### config.mk
export PLATFORM = sky130hd
export DESIGN_NAME = adc_serial_tx
export DESIGN_NICKNAME = d
export VERILOG_FILES = /design/src/rtl/adcser_pkg.sv /design/src/rtl/adcser_edge.sv /design/src/rtl/adcser_frame_cnt.sv /design/src/rtl/adcser_bitsel.sv /design/src/rtl/adc_serial_tx.sv
export SDC_FILE = /design/constraint.sdc
export NUM_CORES = 1
export LEC_CHECK = 0
export CORE_UTILIZATION = 55
export CTS_CLUSTER_SIZE = 10
export DETAILED_ROUTE_END_ITERATION = 16
export GPL_TIMING_DRIVEN = 0
export PLACE_DENSITY = 0.81
export SKIP_CTS_REPAIR_TIMING = 1
export SLEW_MARGIN = 10
export SYNTH_ARGS = -nofsm -noshare
export SYNTH_HDL_FRONTEND = slang
export SYNTH_HIERARCHICAL = 1
export SYNTH_SLANG_ARGS = --single-unit
### constraint.sdc
create_clock -name clk -period 6.5 [get_ports clk]
set_input_delay 1.95 -clock clk [delete_from_list [all_inputs] [get_ports clk]]
set_output_delay 1.95 -clock clk [all_outputs]
set_load 0.01 [all_outputs]
### src/rtl/adcser_pkg.sv
// Shared definitions for the serial ADC output frame generator.
// Assumes: nothing beyond the standard language.
package adcser_pkg;
    // Which part of the frame a given fall count belongs to.
    typedef enum logic [2:0] {
        PH_IDLE,    // before the driver turns on
        PH_NULL,    // leading zero bit
        PH_MSB,     // word sent MSB first
        PH_LSB,     // word repeated LSB first
        PH_DONE     // frame over, line released
    } phase_e;
endpackage

### src/rtl/adcser_edge.sv
// Falling-edge detector for a level that is synchronous to clk.
// Assumes: the input is already synchronised and each level lasts >= 1 clk.
// RST_VAL is the assumed previous level after reset. With 0, a low level at
// reset release is not seen as a fall.
module adcser_edge #(
    parameter logic RST_VAL = 1'b0
) (
    input  logic clk,
    input  logic rst_n,
    input  logic lvl,
    output logic fall
);
    logic lvl_q;

    // Keep the level seen on the previous clock.
    always_ff @(posedge clk) begin
        if (!rst_n) lvl_q <= RST_VAL;
        else        lvl_q <= lvl;
    end

    assign fall = lvl_q & ~lvl;
endmodule

### src/rtl/adcser_frame_cnt.sv
// Counts serial-clock falls inside one frame, saturating at MAX.
// Assumes: stop (select high) outranks start (select fall), and start
// outranks a tick that arrives in the same cycle.
module adcser_frame_cnt #(
    parameter int MAX = 26,
    localparam int CW = $clog2(MAX + 1)
) (
    input  logic          clk,
    input  logic          rst_n,
    input  logic          start,
    input  logic          stop,
    input  logic          tick,
    output logic [CW-1:0] cnt,
    output logic          active
);
    localparam logic [CW-1:0] CMAX = CW'(MAX);

    // Frame state: cleared by select high, armed by select fall, advanced by falls.
    always_ff @(posedge clk) begin
        if (!rst_n) begin
            cnt    <= '0;
            active <= 1'b0;
        end else if (stop) begin
            cnt    <= '0;
            active <= 1'b0;
        end else if (start) begin
            cnt    <= '0;
            active <= 1'b1;
        end else if (active && tick && cnt != CMAX) begin
            cnt    <= cnt + 1'b1;
        end
    end

    AST_HOLD_DONE: assert property (@(posedge clk) disable iff (!rst_n)
        (active && cnt == CMAX && !stop && !start) |=> (active && cnt == CMAX));
    AST_NO_SELF_START: assert property (@(posedge clk) disable iff (!rst_n)
        (!active && !start) |=> !active);
endmodule

### src/rtl/adcser_bitsel.sv
// Maps the fall count and the captured word onto the serial data and enable.
// Assumes: cnt is 0 at frame start and counts falls; active is low outside a frame.
module adcser_bitsel
    import adcser_pkg::*;
#(
    parameter int W  = 12,
    localparam int CW = $clog2(2 * W + 3),
    localparam int IW = $clog2(W)
) (
    input  logic          active,
    input  logic [CW-1:0] cnt,
    input  logic [W-1:0]  word,
    output logic          dout,
    output logic          oe
);
    localparam int NULL_AT  = 2;
    localparam int MSB_LAST = W + 2;
    localparam int LSB_LAST = 2 * W + 1;

    phase_e          phase;
    logic [IW-1:0]   idx;

    // Classify the current count into a frame phase.
    always_comb begin
        if (!active || int'(cnt) < NULL_AT) phase = PH_IDLE;
        else if (int'(cnt) == NULL_AT)      phase = PH_NULL;
        else if (int'(cnt) <= MSB_LAST)     phase = PH_MSB;
        else if (int'(cnt) <= LSB_LAST)     phase = PH_LSB;
        else                                phase = PH_DONE;
    end

    // Pick the bit index and drive the enable for the phase.
    always_comb begin
        idx  = '0;
        oe   = 1'b0;
        dout = 1'b0;
        case (phase)
            PH_NULL: oe = 1'b1;
            PH_MSB: begin
                oe   = 1'b1;
                idx  = IW'(MSB_LAST - int'(cnt));
                dout = word[idx];
            end
            PH_LSB: begin
                oe   = 1'b1;
                idx  = IW'(int'(cnt) - MSB_LAST);
                dout = word[idx];
            end
            default: ;
        endcase
    end
endmodule

### src/rtl/adc_serial_tx.sv
// Top of the serial ADC output frame generator: edge detection on select and
// serial clock, word capture at frame start, fall counting and bit selection.
// Assumes: cs_n and sclk are synchronous to clk; sample_word is registered upstream.
module adc_serial_tx #(
    parameter int W = 12
) (
    input  logic         clk,
    input  logic         rst_n,
    input  logic         cs_n,
    input  logic         sclk,
    input  logic [W-1:0] sample_word,
    output logic         ser_dout,
    output logic         ser_oe
);
    localparam int MAX = 2 * W + 2;
    localparam int CW  = $clog2(MAX + 1);

    logic          sclk_fall;
    logic          cs_fall;
    logic [CW-1:0] cnt;
    logic          active;
    logic [W-1:0]  word_q;

    adcser_edge #(.RST_VAL(1'b0)) u_sclk_edge (
        .clk(clk), .rst_n(rst_n), .lvl(sclk), .fall(sclk_fall)
    );

    adcser_edge #(.RST_VAL(1'b0)) u_cs_edge (
        .clk(clk), .rst_n(rst_n), .lvl(cs_n), .fall(cs_fall)
    );

    // Capture the sample word when a frame opens.
    always_ff @(posedge clk) begin
        if (!rst_n)       word_q <= '0;
        else if (cs_fall) word_q <= sample_word;
    end

    adcser_frame_cnt #(.MAX(MAX)) u_cnt (
        .clk(clk), .rst_n(rst_n), .start(cs_fall), .stop(cs_n),
        .tick(sclk_fall), .cnt(cnt), .active(active)
    );

    adcser_bitsel #(.W(W)) u_sel (
        .active(active), .cnt(cnt), .word(word_q),
        .dout(ser_dout), .oe(ser_oe)
    );

    AST_CS_HIGH_OFF: assert property (@(posedge clk) disable iff (!rst_n)
        cs_n |=> !ser_oe);
    AST_NULL_LEADS: assert property (@(posedge clk) disable iff (!rst_n)
        $rose(ser_oe) |-> !ser_dout);
    AST_OE_ON_EDGE: assert property (@(posedge clk) disable iff (!rst_n)
        $rose(ser_oe) |-> $past(sclk_fall));
    AST_BIT_ON_EDGE: assert property (@(posedge clk) disable iff (!rst_n)
        (ser_oe && $past(ser_oe) && ser_dout != $past(ser_dout)) |-> $past(sclk_fall));
endmodule

==> out/qor.yml <==
placed_design:
  routabilityCongestion: 0.816
  detailedPlace.worstSlack_ns: 2.21
  area_after_dpl_mm2: 0.00142
  placed_cells: 161
  port_buffers: 17
  detailedPlacementHpwl_um: 1640
power:
  power.leakage_nw: 0.506
  power.ir.vdd_worst_mv: 0.128
  power_per_cell_area_mw_per_mm2: 154
global_routing:
  number_of_antenna_violations_at_the_first_check_in_global_routing: 0
  via_count_of_the_first_global_routing_pass: 909
  globalRouteOverflowTotal: 0
  global_route_wire_length_before_repair_um: 4020
  grt_max_degree: 12
  gr-usage-all-layers_pct: 21.6
die:
  die_height_um: 48.9
  ioPinCount: 18
  num_rows: 16
  die_width_um: 48.9
  die_area_mm2: 0.00239
  starting_density_of_the_core_pct: 59.9
  core_region_area_mm2: 0.00202
sta:
  tns_ns: 0
  tightestPinTransition_ns: 0.447
  achievable-frequency_mhz: 216
  share_of_the_clock_period_used_by_the_worst_path_after_layout_pct: 71.1
  setup_repair_after_global_routing_missed_its_margin: "false"
  max_slew_margin_pct: 70.2
  clock-skew-final_ns: 0.000465
  drv_slew: 0
  finalHoldViolations: 0
  postLayoutSetupSlackWorst_ns: 1.88
  period_needed_ns: 4.62
  finalSetupViolations: 0
synthesis:
  number_of_enable_flip_flop_cells_after_synthesis: 0
  yosys_register_bits: 20
  number_of_library_cell_types_mapped_by_synthesis: 37
  synth_async_sr_flop_share_pct: 0
  ys_seq_area_share_pct: 33.1
  syn-cell-area_mm2: 0.00121
  ys_warn_count: 6
  ys_dominant_reg_cell: "sky130_fd_sc_hd__dfxtp_1"
  syn_nets: 140
  syn-mean-instance-area_um2: 10.4
  postSynthCellCount: 117
setup_path:
  crit_arrival_ns: 2.67
  critPathMaxStageDelay_ns: 0.47
  timing.critical_path.max_delay_family: "buffers and inverters"
  crit_path_end_kind: "primary output"
  critical_path.slowest_cell: "sky130_fd_sc_hd__clkdlybuf4s50_1"
  critical_path_type: "flop to primary output"
  worst_r2r_startpoint: "u_cnt/cnt[1]$_SDFFE_PP0P_"
  worst_ep_required_time_ns: 4.55
  path_cells: "buf_6 -> inv_1 -> ha_1 -> mux4_1 -> mux2_2 -> nor3_2 -> nor4b_2 -> clkdlybuf4s50_1"
  cp.buffers_inverters: 3
  worst_setup_path_startpoint: "u_cnt/cnt[0]$_SDFFE_PP0P_"
  critical_path.startpoint_type: "flop"
  critPathMaxFanout: 9
route:
  route.detailed.drc: 0
  wl_um: 2120
  detail_route.wl_per_cell_um: 12.9
  detail_route.first_pass.iterations: 4
  vias_per_cell: 5.47
  dr_total_vias: 902
  route.antenna.remaining_nets: 0
  detailed_router_s_first_iteration_violation_count: 8
clock_network:
  clock_sinks: 20
  skew_pair_late_insertion_delay_ns: 0.29
  cts.path.max_buffers: 2
  cts-buffers-inserted: 3
  cts_root_buffer: "sky130_fd_sc_hd__clkbuf_4"
  cts.clk_slew.worst_paths_ns: 0.11
  cts_tree: "done"
  cts_htree_levels: 1
min_path:
  startpoint_of_the_worst_hold_path: "word_q[11]$_SDFFE_PN0P_"
  worstHoldPathType: "flop to flop"
layout:
  num-nets-final: 162
  diodes: 0
  post-route-util_pct: 71.8
  flow.area_growth_from_synthesis_pct: 19.8
  final_area_mm2: 0.00145
  drive_above_1_share_pct: 13.0
  final_cell_count_no_fill: 165
flow_run:
  cap_violations: 0
status:
  outcome: "completed"
-- through the flow --
stage,total power [mW],hold slack (ns)
after floorplan,0.143,0.491
after global placement,0.154,0.516
after detailed placement,0.155,0.528
after CTS,0.225,0.549
after global routing,0.234,0.578
final,0.223,0.544
-- metal layers --
layer	GRT usage, %	vias to the layer above	share of wire (%)
met5	0	-	0
li1	-	469	-
met3	3.74	4	2.6
met2	33.6	16	45
met4	8.82	0	1.4
met1	29.6	413	51
-- sequential cells by signal, summed over array words and instances, names as in the netlist --
signal	count
u_cnt/cnt	5
u_cs_edge/lvl_q	1
u_sclk_edge/lvl_q	1
u_cnt/active	1
word_q	12
-- cell usage in the layout (no fill, tap or decap), drive strengths merged, types with 2 or more instances in the layout --
cell	count
nor2	3
dfxtp	20
ha	7
nor2b	13
mux2i	14
xnor2	2
a21oi	7
clkbuf	5
nand2	5
nand3	5
inv	5
and2	3
o21ai	3
or3b	2
clkdlybuf4s50	17
buf	2
or3	2
a31oi	2
and2b	3
mux4	5
-- worst min-delay path, delay by kind of cell (launching register included) --
kind             cells  cell delay [ns]
DFF                  1             0.34
muxes                1             0.12
and+or+nand+nor      1             0.05
-- cell type report --
cell class | instances | area (um2)
Tap cell | 27 | 33.8
Fill cell | 156 | 571
Sequential cell | 20 | 400
Inverter | 5 | 18.8
Multi-Input combinational cell | 89 | 766
Timing Repair Buffer | 17 | 170
Clock buffer | 4 | 36.3
Buffer | 3 | 26.3
-- synthesized netlist by cell type, types with 2 or more instances --
cell	n	area share, %
sky130_fd_sc_hd__a21oi_1	7	2.9
sky130_fd_sc_hd__a31oi_1	2	1.0
sky130_fd_sc_hd__and2_2	2	1.2
sky130_fd_sc_hd__and2b_2	2	1.4
sky130_fd_sc_hd__buf_6	2	1.9
sky130_fd_sc_hd__dfxtp_1	20	33
sky130_fd_sc_hd__ha_1	7	7.2
sky130_fd_sc_hd__inv_1	5	1.5
sky130_fd_sc_hd__mux2i_1	14	12
sky130_fd_sc_hd__mux4_1	2	4.3
sky130_fd_sc_hd__mux4_2	3	5.6
sky130_fd_sc_hd__nand2_1	5	1.5
sky130_fd_sc_hd__nand3_1	4	1.7
sky130_fd_sc_hd__nor2_1	3	0.93
sky130_fd_sc_hd__nor2b_1	13	6.7
sky130_fd_sc_hd__o21ai_0	3	1.2
sky130_fd_sc_hd__or3_1	2	1.0
sky130_fd_sc_hd__xnor2_1	2	1.4
-- report_power, final --
| part | switching [mW] | leakage, nW | total (mW) | internal [mW] |
|---|---|---|---|---|
| registers | 0.00238 | 0.163 | 0.128 | 0.126 |
| logic | 0.00741 | 0.322 | 0.0236 | 0.0162 |
| clock network | 0.0373 | 0.0210 | 0.0715 | 0.0341 |
-- cell families after synthesis --
family | synth area share, %
adder cells (fa/ha/maj) | 7.23
buffers and inverters | 3.72
AND/OR/NAND/NOR | 22.1
flip-flops | 33.1
multiplexers | 22.4
AO/OA/AOI/OAI | 9.30
XOR/XNOR | 2.17
-- final timing paths --
| check | to | slack [ns] | cells after the start |
|---|---|---|---|
| setup reg to reg | u_cnt/cnt[4]$_SDFFE_PP0P_ | 4.98 | 4 |
| setup / recovery | ser_dout | 1.88 | 8 |
| hold reg to reg | word_q[11]$_SDFFE_PN0P_ | 0.54 | 2 |
| hold / removal | word_q[11]$_SDFFE_PN0P_ | 0.54 | 2 |
No activity file was read; power rests on OpenSTA's default activity.
